**src/rtl/cpuclk_pkg.sv**
```systemverilog
package cpuclk_pkg;
  localparam int CC_DIV_W       = 3;
  localparam int CC_N_RATIO     = 5;
  localparam int CC_DEFER_EDGES = 4;
  localparam int CC_WORD_W      = 8;
  localparam int CC_BIT_SRC_REQ = 4;
  localparam int CC_BIT_SRC_ACT = 5;
  localparam int CC_BIT_OSC_OFF = 7;

  typedef enum logic [1:0] {
    SW_IDLE  = 2'd0,
    SW_DEFER = 2'd1,
    SW_ALIGN = 2'd2
  } cc_sw_state_e;
endpackage

```
**src/rtl/cpuclk_main_div.sv**
```systemverilog
module cpuclk_main_div #(
  parameter int DIV_W   = 3,
  parameter int N_RATIO = 5
) (
  input  logic             clk,
  input  logic             rst_n,
  input  logic             run,
  input  logic [DIV_W-1:0] div_sel,
  output logic             main_lvl
);
  localparam int CNT_W = (N_RATIO > 1) ? N_RATIO - 1 : 1;

  logic [CNT_W-1:0] cnt_q, cnt_d, half_lim;
  logic             lvl_q, lvl_d;

  // half period of code k is 2^k cycles, so the terminal count is 2^k - 1
  always_comb begin
    half_lim = '0;
    for (int i = 0; i < CNT_W; i++) begin
      if (i < int'(div_sel)) half_lim[i] = 1'b1;
    end
  end

  always_comb begin
    cnt_d = cnt_q;
    lvl_d = lvl_q;
    if (!run) begin
      cnt_d = '0;
      lvl_d = 1'b0;
    end else if (cnt_q >= half_lim) begin
      cnt_d = '0;
      lvl_d = ~lvl_q;
    end else begin
      cnt_d = cnt_q + 1'b1;
    end
  end

  always_ff @(posedge clk or negedge rst_n) begin
    if (!rst_n) begin
      cnt_q <= '0;
      lvl_q <= 1'b0;
    end else begin
      cnt_q <= cnt_d;
      lvl_q <= lvl_d;
    end
  end

  assign main_lvl = lvl_q;

  AST_HALT_WHEN_STOPPED: assert property (@(posedge clk) disable iff (!rst_n)
    $rose(lvl_q) |-> $past(run));
endmodule

```
**src/rtl/cpuclk_src_mux.sv**
```systemverilog
module cpuclk_src_mux
  import cpuclk_pkg::*;
#(
  parameter int DEFER_EDGES = 4
) (
  input  logic clk,
  input  logic rst_n,
  input  logic src_req,
  input  logic main_lvl,
  input  logic sub_lvl,
  output logic src_act,
  output logic cpu_clk
);
  localparam int EC_W = $clog2(DEFER_EDGES + 1);

  cc_sw_state_e    state_q, state_d;
  logic [EC_W-1:0] ecnt_q, ecnt_d;
  logic            cls_q, cls_d;
  logic            sub_q;
  logic            cpu_q, cpu_d;
  logic            prev_q;
  logic            rise;

  assign rise = cpu_q & ~prev_q;

  always_comb begin
    state_d = state_q;
    ecnt_d  = ecnt_q;
    cls_d   = cls_q;
    case (state_q)
      SW_IDLE: begin
        if (src_req != cls_q) begin
          state_d = SW_DEFER;
          ecnt_d  = '0;
        end
      end
      SW_DEFER: begin
        if (src_req == cls_q) begin
          state_d = SW_IDLE;
        end else if (rise) begin
          ecnt_d = ecnt_q + 1'b1;
          if (ecnt_q == EC_W'(DEFER_EDGES - 1)) state_d = SW_ALIGN;
        end
      end
      SW_ALIGN: begin
        if (src_req == cls_q) begin
          state_d = SW_IDLE;
          ecnt_d  = '0;
        end else if (!main_lvl && !sub_q) begin
          cls_d   = ~cls_q;
          state_d = SW_IDLE;
          ecnt_d  = '0;
        end
      end
      default: state_d = SW_IDLE;
    endcase
    cpu_d = cls_d ? sub_q : main_lvl;
  end

  always_ff @(posedge clk or negedge rst_n) begin
    if (!rst_n) begin
      state_q <= SW_IDLE;
      ecnt_q  <= '0;
      cls_q   <= 1'b0;
      sub_q   <= 1'b0;
      cpu_q   <= 1'b0;
      prev_q  <= 1'b0;
    end else begin
      state_q <= state_d;
      ecnt_q  <= ecnt_d;
      cls_q   <= cls_d;
      sub_q   <= sub_lvl;
      cpu_q   <= cpu_d;
      prev_q  <= cpu_q;
    end
  end

  assign src_act = cls_q;
  assign cpu_clk = cpu_q;

  AST_SWITCH_WHILE_LOW: assert property (@(posedge clk) disable iff (!rst_n)
    !$stable(cls_q) |-> !cpu_q);
  AST_DEFER_DONE: assert property (@(posedge clk) disable iff (!rst_n)
    (state_q == SW_ALIGN) |-> (ecnt_q == EC_W'(DEFER_EDGES)));
endmodule

```
**src/rtl/cpuclk_src_ctrl.sv**
```systemverilog
module cpuclk_src_ctrl
  import cpuclk_pkg::*;
#(
  parameter int DIV_W       = CC_DIV_W,
  parameter int N_RATIO     = CC_N_RATIO,
  parameter int DEFER_EDGES = CC_DEFER_EDGES
) (
  input  logic                 clk,
  input  logic                 rst_n,
  input  logic                 sub_clk,
  input  logic                 wr_en,
  input  logic [CC_WORD_W-1:0] wr_data,
  output logic [CC_WORD_W-1:0] rd_data,
  input  logic                 stop_req,
  output logic                 cpu_clk,
  output logic                 wdt_cnt_en,
  output logic                 main_osc_en,
  output logic                 stop_grant,
  output logic                 stop_err
);
  logic [1:0]       rst_sync_q;
  logic             rst_n_i;
  logic [DIV_W-1:0] div_sel_q, div_sel_d;
  logic             css_q, css_d;
  logic             mstop_q, mstop_d;
  logic             grant_q, grant_d;
  logic             err_q, err_d;
  logic             cls_w;
  logic             main_lvl_w;
  logic             unused_wr_bits;

  always_ff @(posedge clk or negedge rst_n) begin
    if (!rst_n) rst_sync_q <= '0;
    else        rst_sync_q <= {rst_sync_q[0], 1'b1};
  end
  assign rst_n_i = rst_sync_q[1];

  always_comb begin
    div_sel_d = div_sel_q;
    css_d     = css_q;
    mstop_d   = mstop_q;
    if (wr_en) begin
      if (wr_data[DIV_W-1:0] < DIV_W'(N_RATIO)) div_sel_d = wr_data[DIV_W-1:0];
      css_d   = wr_data[CC_BIT_SRC_REQ];
      mstop_d = wr_data[CC_BIT_OSC_OFF] & wr_data[CC_BIT_SRC_REQ] & cls_w;
    end
    grant_d = stop_req & ~cls_w;
    err_d   = err_q | (stop_req & cls_w);
  end

  always_ff @(posedge clk or negedge rst_n_i) begin
    if (!rst_n_i) begin
      div_sel_q <= DIV_W'(N_RATIO - 1);
      css_q     <= 1'b0;
      mstop_q   <= 1'b0;
      grant_q   <= 1'b0;
      err_q     <= 1'b0;
    end else begin
      div_sel_q <= div_sel_d;
      css_q     <= css_d;
      mstop_q   <= mstop_d;
      grant_q   <= grant_d;
      err_q     <= err_d;
    end
  end

  cpuclk_main_div #(
    .DIV_W   (DIV_W),
    .N_RATIO (N_RATIO)
  ) u_div (
    .clk      (clk),
    .rst_n    (rst_n_i),
    .run      (~mstop_q),
    .div_sel  (div_sel_q),
    .main_lvl (main_lvl_w)
  );

  cpuclk_src_mux #(
    .DEFER_EDGES (DEFER_EDGES)
  ) u_mux (
    .clk      (clk),
    .rst_n    (rst_n_i),
    .src_req  (css_q),
    .main_lvl (main_lvl_w),
    .sub_lvl  (sub_clk),
    .src_act  (cls_w),
    .cpu_clk  (cpu_clk)
  );

  always_comb begin
    rd_data                 = '0;
    rd_data[DIV_W-1:0]      = div_sel_q;
    rd_data[CC_BIT_SRC_REQ] = css_q;
    rd_data[CC_BIT_SRC_ACT] = cls_w;
    rd_data[CC_BIT_OSC_OFF] = mstop_q;
  end

  assign unused_wr_bits = ^{wr_data[CC_WORD_W-2:CC_BIT_SRC_ACT], wr_data[CC_BIT_SRC_REQ-1:DIV_W]};
  assign wdt_cnt_en     = ~cls_w;
  assign main_osc_en    = ~mstop_q;
  assign stop_grant     = grant_q;
  assign stop_err       = err_q;

  AST_OSC_STOP_ON_SUB: assert property (@(posedge clk) disable iff (!rst_n_i)
    mstop_q |-> cls_w);
  AST_DIV_CODE_LEGAL: assert property (@(posedge clk) disable iff (!rst_n_i)
    div_sel_q < DIV_W'(N_RATIO));
  AST_ERR_STICKY: assert property (@(posedge clk) disable iff (!rst_n_i)
    err_q |=> err_q);
  AST_ERR_CAUSE: assert property (@(posedge clk) disable iff (!rst_n_i)
    $rose(err_q) |-> $past(stop_req));
endmodule

```
**config.mk**
```make
export PLATFORM = sky130hd
export DESIGN_NAME = cpuclk_src_ctrl
export DESIGN_NICKNAME = d
export VERILOG_FILES = /design/src/rtl/cpuclk_pkg.sv /design/src/rtl/cpuclk_main_div.sv /design/src/rtl/cpuclk_src_mux.sv /design/src/rtl/cpuclk_src_ctrl.sv
export SDC_FILE = /design/constraint.sdc
export NUM_CORES = 1
export LEC_CHECK = 0
export ABC_AREA = 1
export BUFFER_PORTS_ARGS = -buffer_cell sky130_fd_sc_hd__buf_2
export CAP_MARGIN = 25
export CORE_ASPECT_RATIO = 1.5
export CORE_MARGIN = 10
export CORE_UTILIZATION = 52
export CTS_CLUSTER_DIAMETER = 150
export DETAILED_ROUTE_END_ITERATION = 10
export PLACE_DENSITY = 0.77
export REMOVE_ABC_BUFFERS = 1
export SETUP_SLACK_MARGIN = 0.3
export SYNTH_ARGS = -nofsm -noshare
export SYNTH_HDL_FRONTEND = slang
export SYNTH_SLANG_ARGS = --single-unit
```
**constraint.sdc**
```tcl
create_clock -name clk -period 0.9 [get_ports clk]
set_input_delay 0.135 -clock clk [delete_from_list [all_inputs] [get_ports clk]]
set_output_delay 0.135 -clock clk [all_outputs]
set_load 0.01 [all_outputs]
```
* After elaboration in Yosys (flattened, before gate mapping)
Index checks and enable logic that the tools add are counted.
** Storage, ports and cells
- Flip-flop bits (word level) :: 23
- Input bits :: 13
** Cells by class
- $lt $le $gt $ge :: 6
- Bitwise gates (word level) :: 10
- Reduce and logical (&&, ||, !) cells :: 9
- Add/sub/neg operators :: 2
- Mux-type cells :: 25
- Equal/unequal tests :: 11
** Operators with widths (count)
- 3-bit two-way mux :: 5
- 2-bit two-way mux :: 6
- 1-bit two-way mux :: 10
- 3-bit by 1-bit != test with 1-bit output, second input constant :: 3
- 3-bit one-hot mux with 3 select lines :: 1
- 4-bit two-way mux :: 2
- 1-bit by 3-bit less-than comparator with 1-bit output, first input constant :: 2
- 2-bit by 3-bit less-than comparator with 1-bit output, first input constant :: 2
- 2-bit one-hot mux with 3 select lines :: 1
- 1-bit AND :: 5
- 5-bit AND reduction :: 1
- 4-bit by 1-bit adder with 4-bit output, second input constant :: 1
- 4-bit greater-or-equal comparator :: 1
- 2-bit by 1-bit != test with 1-bit output, second input constant :: 2
- 1-bit inverter :: 4
- 4-bit AND reduction :: 1
- 3-bit by 1-bit adder with 3-bit output, second input constant :: 1
- 3-bit by 2-bit equality test with 1-bit output, second input constant :: 1
- 3-bit less-than comparator, second input constant :: 1
- 3-bit nonzero test :: 1
- 2-bit by 1-bit equality test with 1-bit output, second input constant :: 1
- 2-bit equality test, second input constant :: 1
- 1-bit logical NOT :: 2
- 2-bit logical NOT :: 1
- 7 further kinds :: 7

* Logic depth before layout (Yosys ltp)
- Word-level depth :: 6
- Gate-level depth with buffers :: 11

* Hierarchy
From an unflattened synthesis, not the netlist that was laid out.
** Unflattened totals
- Cell total of the unflattened synthesis :: 140
- Area total of the unflattened synthesis :: 1209.9 µm²
** By module, submodules not included
- cpuclk_src_mux :: instances 1, cells each 63, area each 509.2 µm²
- cpuclk_src_ctrl :: instances 1, cells each 37, area each 369.1 µm²
- cpuclk_main_div :: instances 1, cells each 40, area each 331.6 µm²

* Worst setup path before layout
No wires, ideal clock.
- Path type :: register to register
- From :: register div_sel_q[2]
- To :: register u_div.lvl_q (netlist: u_div.main_lvl)
- Data required time :: 784 ps
- Path slack :: -543 ps
- Arrival time :: 1326 ps
- Stages on the path, launching flop included :: 9
- Library setup time :: 116 ps
- Clock period less this slack :: 1443 ps
- Cell sequence :: dfstp_2 -> inv_1 -> ha_1 -> a21oi_1 -> nand2_1 -> inv_1 -> nand2_1 -> nand2_1 -> nand2_1
** On the way
- Longest elaborated chain between the ends :: 4
- Elaborated cells between the ends (all ways) :: 10
- Classes of those cells :: order compare (5); mux (4); reduce/logical (1)
** Ends and longest elaborated chain
- start: declaration :: RTL line cpuclk_src_ctrl.sv:23 : logic [DIV_W-1:0] div_sel_q, div_sel_d;
- start signal: assignment :: RTL line cpuclk_src_ctrl.sv:53 : div_sel_q <= DIV_W'(N_RATIO - 1);
- start signal: assignment :: RTL line cpuclk_src_ctrl.sv:59 : div_sel_q <= div_sel_d;
- 1-bit by 3-bit less-than comparator with 1-bit output or 2-bit by 3-bit less-than comparator with 1-bit output (tied branches) :: RTL line cpuclk_main_div.sv:20 : if (i < int'(div_sel)) half_lim[i] = 1'b1;
- 1-bit two-way mux :: RTL line cpuclk_main_div.sv:20
- 4-bit greater-or-equal comparator * :: RTL line cpuclk_main_div.sv:30 : end else if (cnt_q >= half_lim) begin
- 2-bit nonzero test (no line) *
- end signal: assignment :: RTL line cpuclk_main_div.sv:44 : lvl_q <= lvl_d;
- end: declaration :: RTL line cpuclk_main_div.sv:14 : logic lvl_q, lvl_d;
Mark *: on every way between the ends. The rest lies on a longest branch, timed or not.
A chain may end at the register's enable or synchronous reset.

* Final worst setup path
- From :: register div_sel_q[1]
- To :: register u_div.lvl_q (netlist: u_div.main_lvl)
Same word-level chain as after synthesis.

==> impl_results.md <==
- Fraction of layout instances using a drive strength above 1: 53.2%
- Synth unique cells: 20
- CTS tree: built
- Core ar.: 0.00205 mm2
- Met3 Use GR: 3.58%
- Post-synthesis mux area share: 0%
- Peak Freq: 633 MHz
- Chip height: 77.3 um
- GRT Util Overall: 15.8%
- First DRT Iteration DRCs: 52
- CP Max Fanout: 2
- Vias: 1,120
- Worst Path Arrival: 1.81 ns
- Io pins: 26
- Setup_tns: -7.21 ns
- Vias/cell: 5.33
- Main combinational cell family by area after synthesis: simple AND/OR/NAND/NOR gates
- Worst Setup Slack, final: -0.681 ns
- Initial antenna violation count: 0
- Count of warnings emitted by yosys: 0
- Setup crit end kind: register
- Post-DRT Antenna Nets: 0
- Num Clock Sinks: 23
- Die ar.: 0.00450 mm2
- Area Overhead vs Synth: 56.9%
- FF+latch count, synth: 23
- Crit path kind: register to register
- Max-Cap Viols: 0
- Hold depth: 2
- Status: finished with violations
- I/O Buffers: 20
- Vias in the first global route: 1,170
- Final Util: 87.1%
- Crit start category: register
- Maximum vdd drop: 1660 uV
- Simple-Gate Fraction of Synth Area: 23.5%
- LEAKAGE: 0.907 nW
- Detailed Place HPWL: 2080 um
- Max Slew Vio Count: 0
- Met2 Use GR: 29.8%
- Detailed Route WL: 3600 um
- Overflow after GRT: 0
- Worst r2r path cells: 11
- M1 GR Usage: 14.6%
- GRT Max-Usage Layer: met2
- Minimum clock period: 1.58 ns
- Drt drc: 0
- Hold Slack: 0.0425 ns
- Root Driver: clkbuf_4
- Xor and xnor area share after synthesis: 1.54%
- Period utilisation layout: 176%
- Failing checks: negative setup slack
- RSZ-0062 raised after global routing: true
- Initial Utilization: 55.5%
- PwrDens: 2250 mW/mm2
- Pre-CTS WS: -0.652 ns
- Wire length per cell: 17.1 um
- Hold Crit Class: input pin to register
- First-pass GRT wire length: 5690 um
- TritonCTS Buffers: 3
- Placed Area: 0.00143 mm2
- Adder-cell share of the synthesized area: 7.68%
- Detailed Routing Iterations Pass 1: 4
- Sequential cell area fraction in the yosys report: 50.6%
- Clk Latency, worst-skew pair: 0.32 ns
- Fin. Hold Viols: 0
- Mapped Area: 0.00114 mm2
- Final Net Count: 209
- Antenna cells: 0
- Largest net degree at the start of global routing: 22
- Fin area: 0.00179 mm2
- GPL Wtd Cong: 0.853
- Worst-path clk slew: 0.14 ns
- Max H-tree Level: 1
- Setup Skew: 0.00948 ns
- Die W: 58.2 um
- Synth Area in Compound Gates: 6.15%
- Num rows: 20
- Clk buf depth: 2
- Worst Path Required: 1.13 ns
- Average size of a mapped cell: 8.44 um2
- Worst reg2reg setup slack: -0.68 ns
- Synth Instances: 135
- Final setup fails: 23
==> flip-flops by register name (all words and copies together) (netlist names), named ones only <==
signal	flops
css_q	1
div_sel_q	3
mstop_q	1
rst_sync_q	2
stop_err	1
stop_grant	1
u_div.cnt_q	4
u_div.main_lvl	1
u_mux.cpu_clk	1
u_mux.ecnt_q	3
u_mux.prev_q	1
u_mux.state_q	2
u_mux.sub_q	1
==> critical path: stages, from the launching register on <==
cell and delay (ns):
dfrtp_1 0.44, nor2_4 0.15, nand2_2 0.08, ha_4 0.27, inv_2 0.04, nand2_2 0.05
nand2_1 0.06, nand2_1 0.08, nand2_2 0.09, buf_6 0.12, nand3_1 0.06, nand2_1 0.05
==> worst paths after layout <==
| kind | start | end |
|---|---|---|
| max in group asynchronous | rst_sync_q[1] | div_sel_q[2] |
| setup reg to reg | div_sel_q[1] | u_div.main_lvl |
| min in group asynchronous | rst_n | rst_sync_q[1] |
| hold / removal | wr_en | css_q |
| setup / recovery | div_sel_q[1] | u_div.main_lvl |
| hold reg to reg | rst_sync_q[1] | stop_grant |
==> synth_stat cells <==
master	n	share of area [%]
a21oi_1	6	2.6
nand3_1	9	4.0
buf_4	5	3.3
o21ai_0	4	1.8
xor2_1	1	0.77
nor2_1	16	5.3
dfstp_2	1	2.3
o22ai_1	1	0.55
a31oi_1	1	0.55
nand2_1	32	11
xnor2_1	1	0.77
nand2_4	1	0.99
inv_2	1	0.33
o21bai_1	1	0.66
inv_1	19	6.3
nand4_1	1	0.55
nand2_2	4	2.2
ha_1	7	7.7
conb_1	2	0.66
dfrtp_1	22	48
==> through the flow <==
stage,power [mW],std cells
finish,4.03,210
global route,4.26,210
CTS,3.73,208
detailed placement,2.88,197
global placement,2.76,197
floorplan,2.20,131
==> kinds of logic after synthesis <==
group | Yosys count
other cells | 2
simple gates | 63
xor+xnor | 2
compound gates | 13
flops | 23
fa+ha+maj | 7
buf+inv | 25
==> what timing repair did <==
item	4_1_cts	5_1_grt
hold endpoints to repair	3	0
gates resized for setup	54	15
buffers inserted	5	2
pin swaps	17	8
setup endpoints to repair	31	31
hold buffers	2	0
==> report_power, final <==
group          switching [mW]  total (mW)  internal (mW)  leakage, nW
Sequential              0.186        1.47           1.29        0.284
Combinational            1.07        2.05          0.985        0.606
Clock                   0.332       0.499          0.166       0.0177
==> layer usage <==
layer	share of wire [%]	vias up
li1	-	520
met1	34	546
met2	58	36
met3	3.5	18
met4	4.7	0
met5	0	-
==> area by class of cell <==
type	count	area [um2]
Sequential cell	23	577
Multi-Input combinational cell	88	627
Inverter	20	75.1
Fill cell	94	264
Clock inverter	1	5.00
Tap cell	22	27.5
Timing Repair Buffer	53	454
Clock buffer	3	22.5
==> layout by cell type (no fill, tap or decap), types with 4 or more instances in the layout <==
cell type	count
a21oi_2	4
buf_2	13
buf_4	18
buf_6	19
dfrtp_1	22
inv_1	11
inv_2	9
nand2_1	23
nand2_2	9
nand2_4	5
nand3_1	6
nor2_1	10
(Power assumes the default switching activity.)
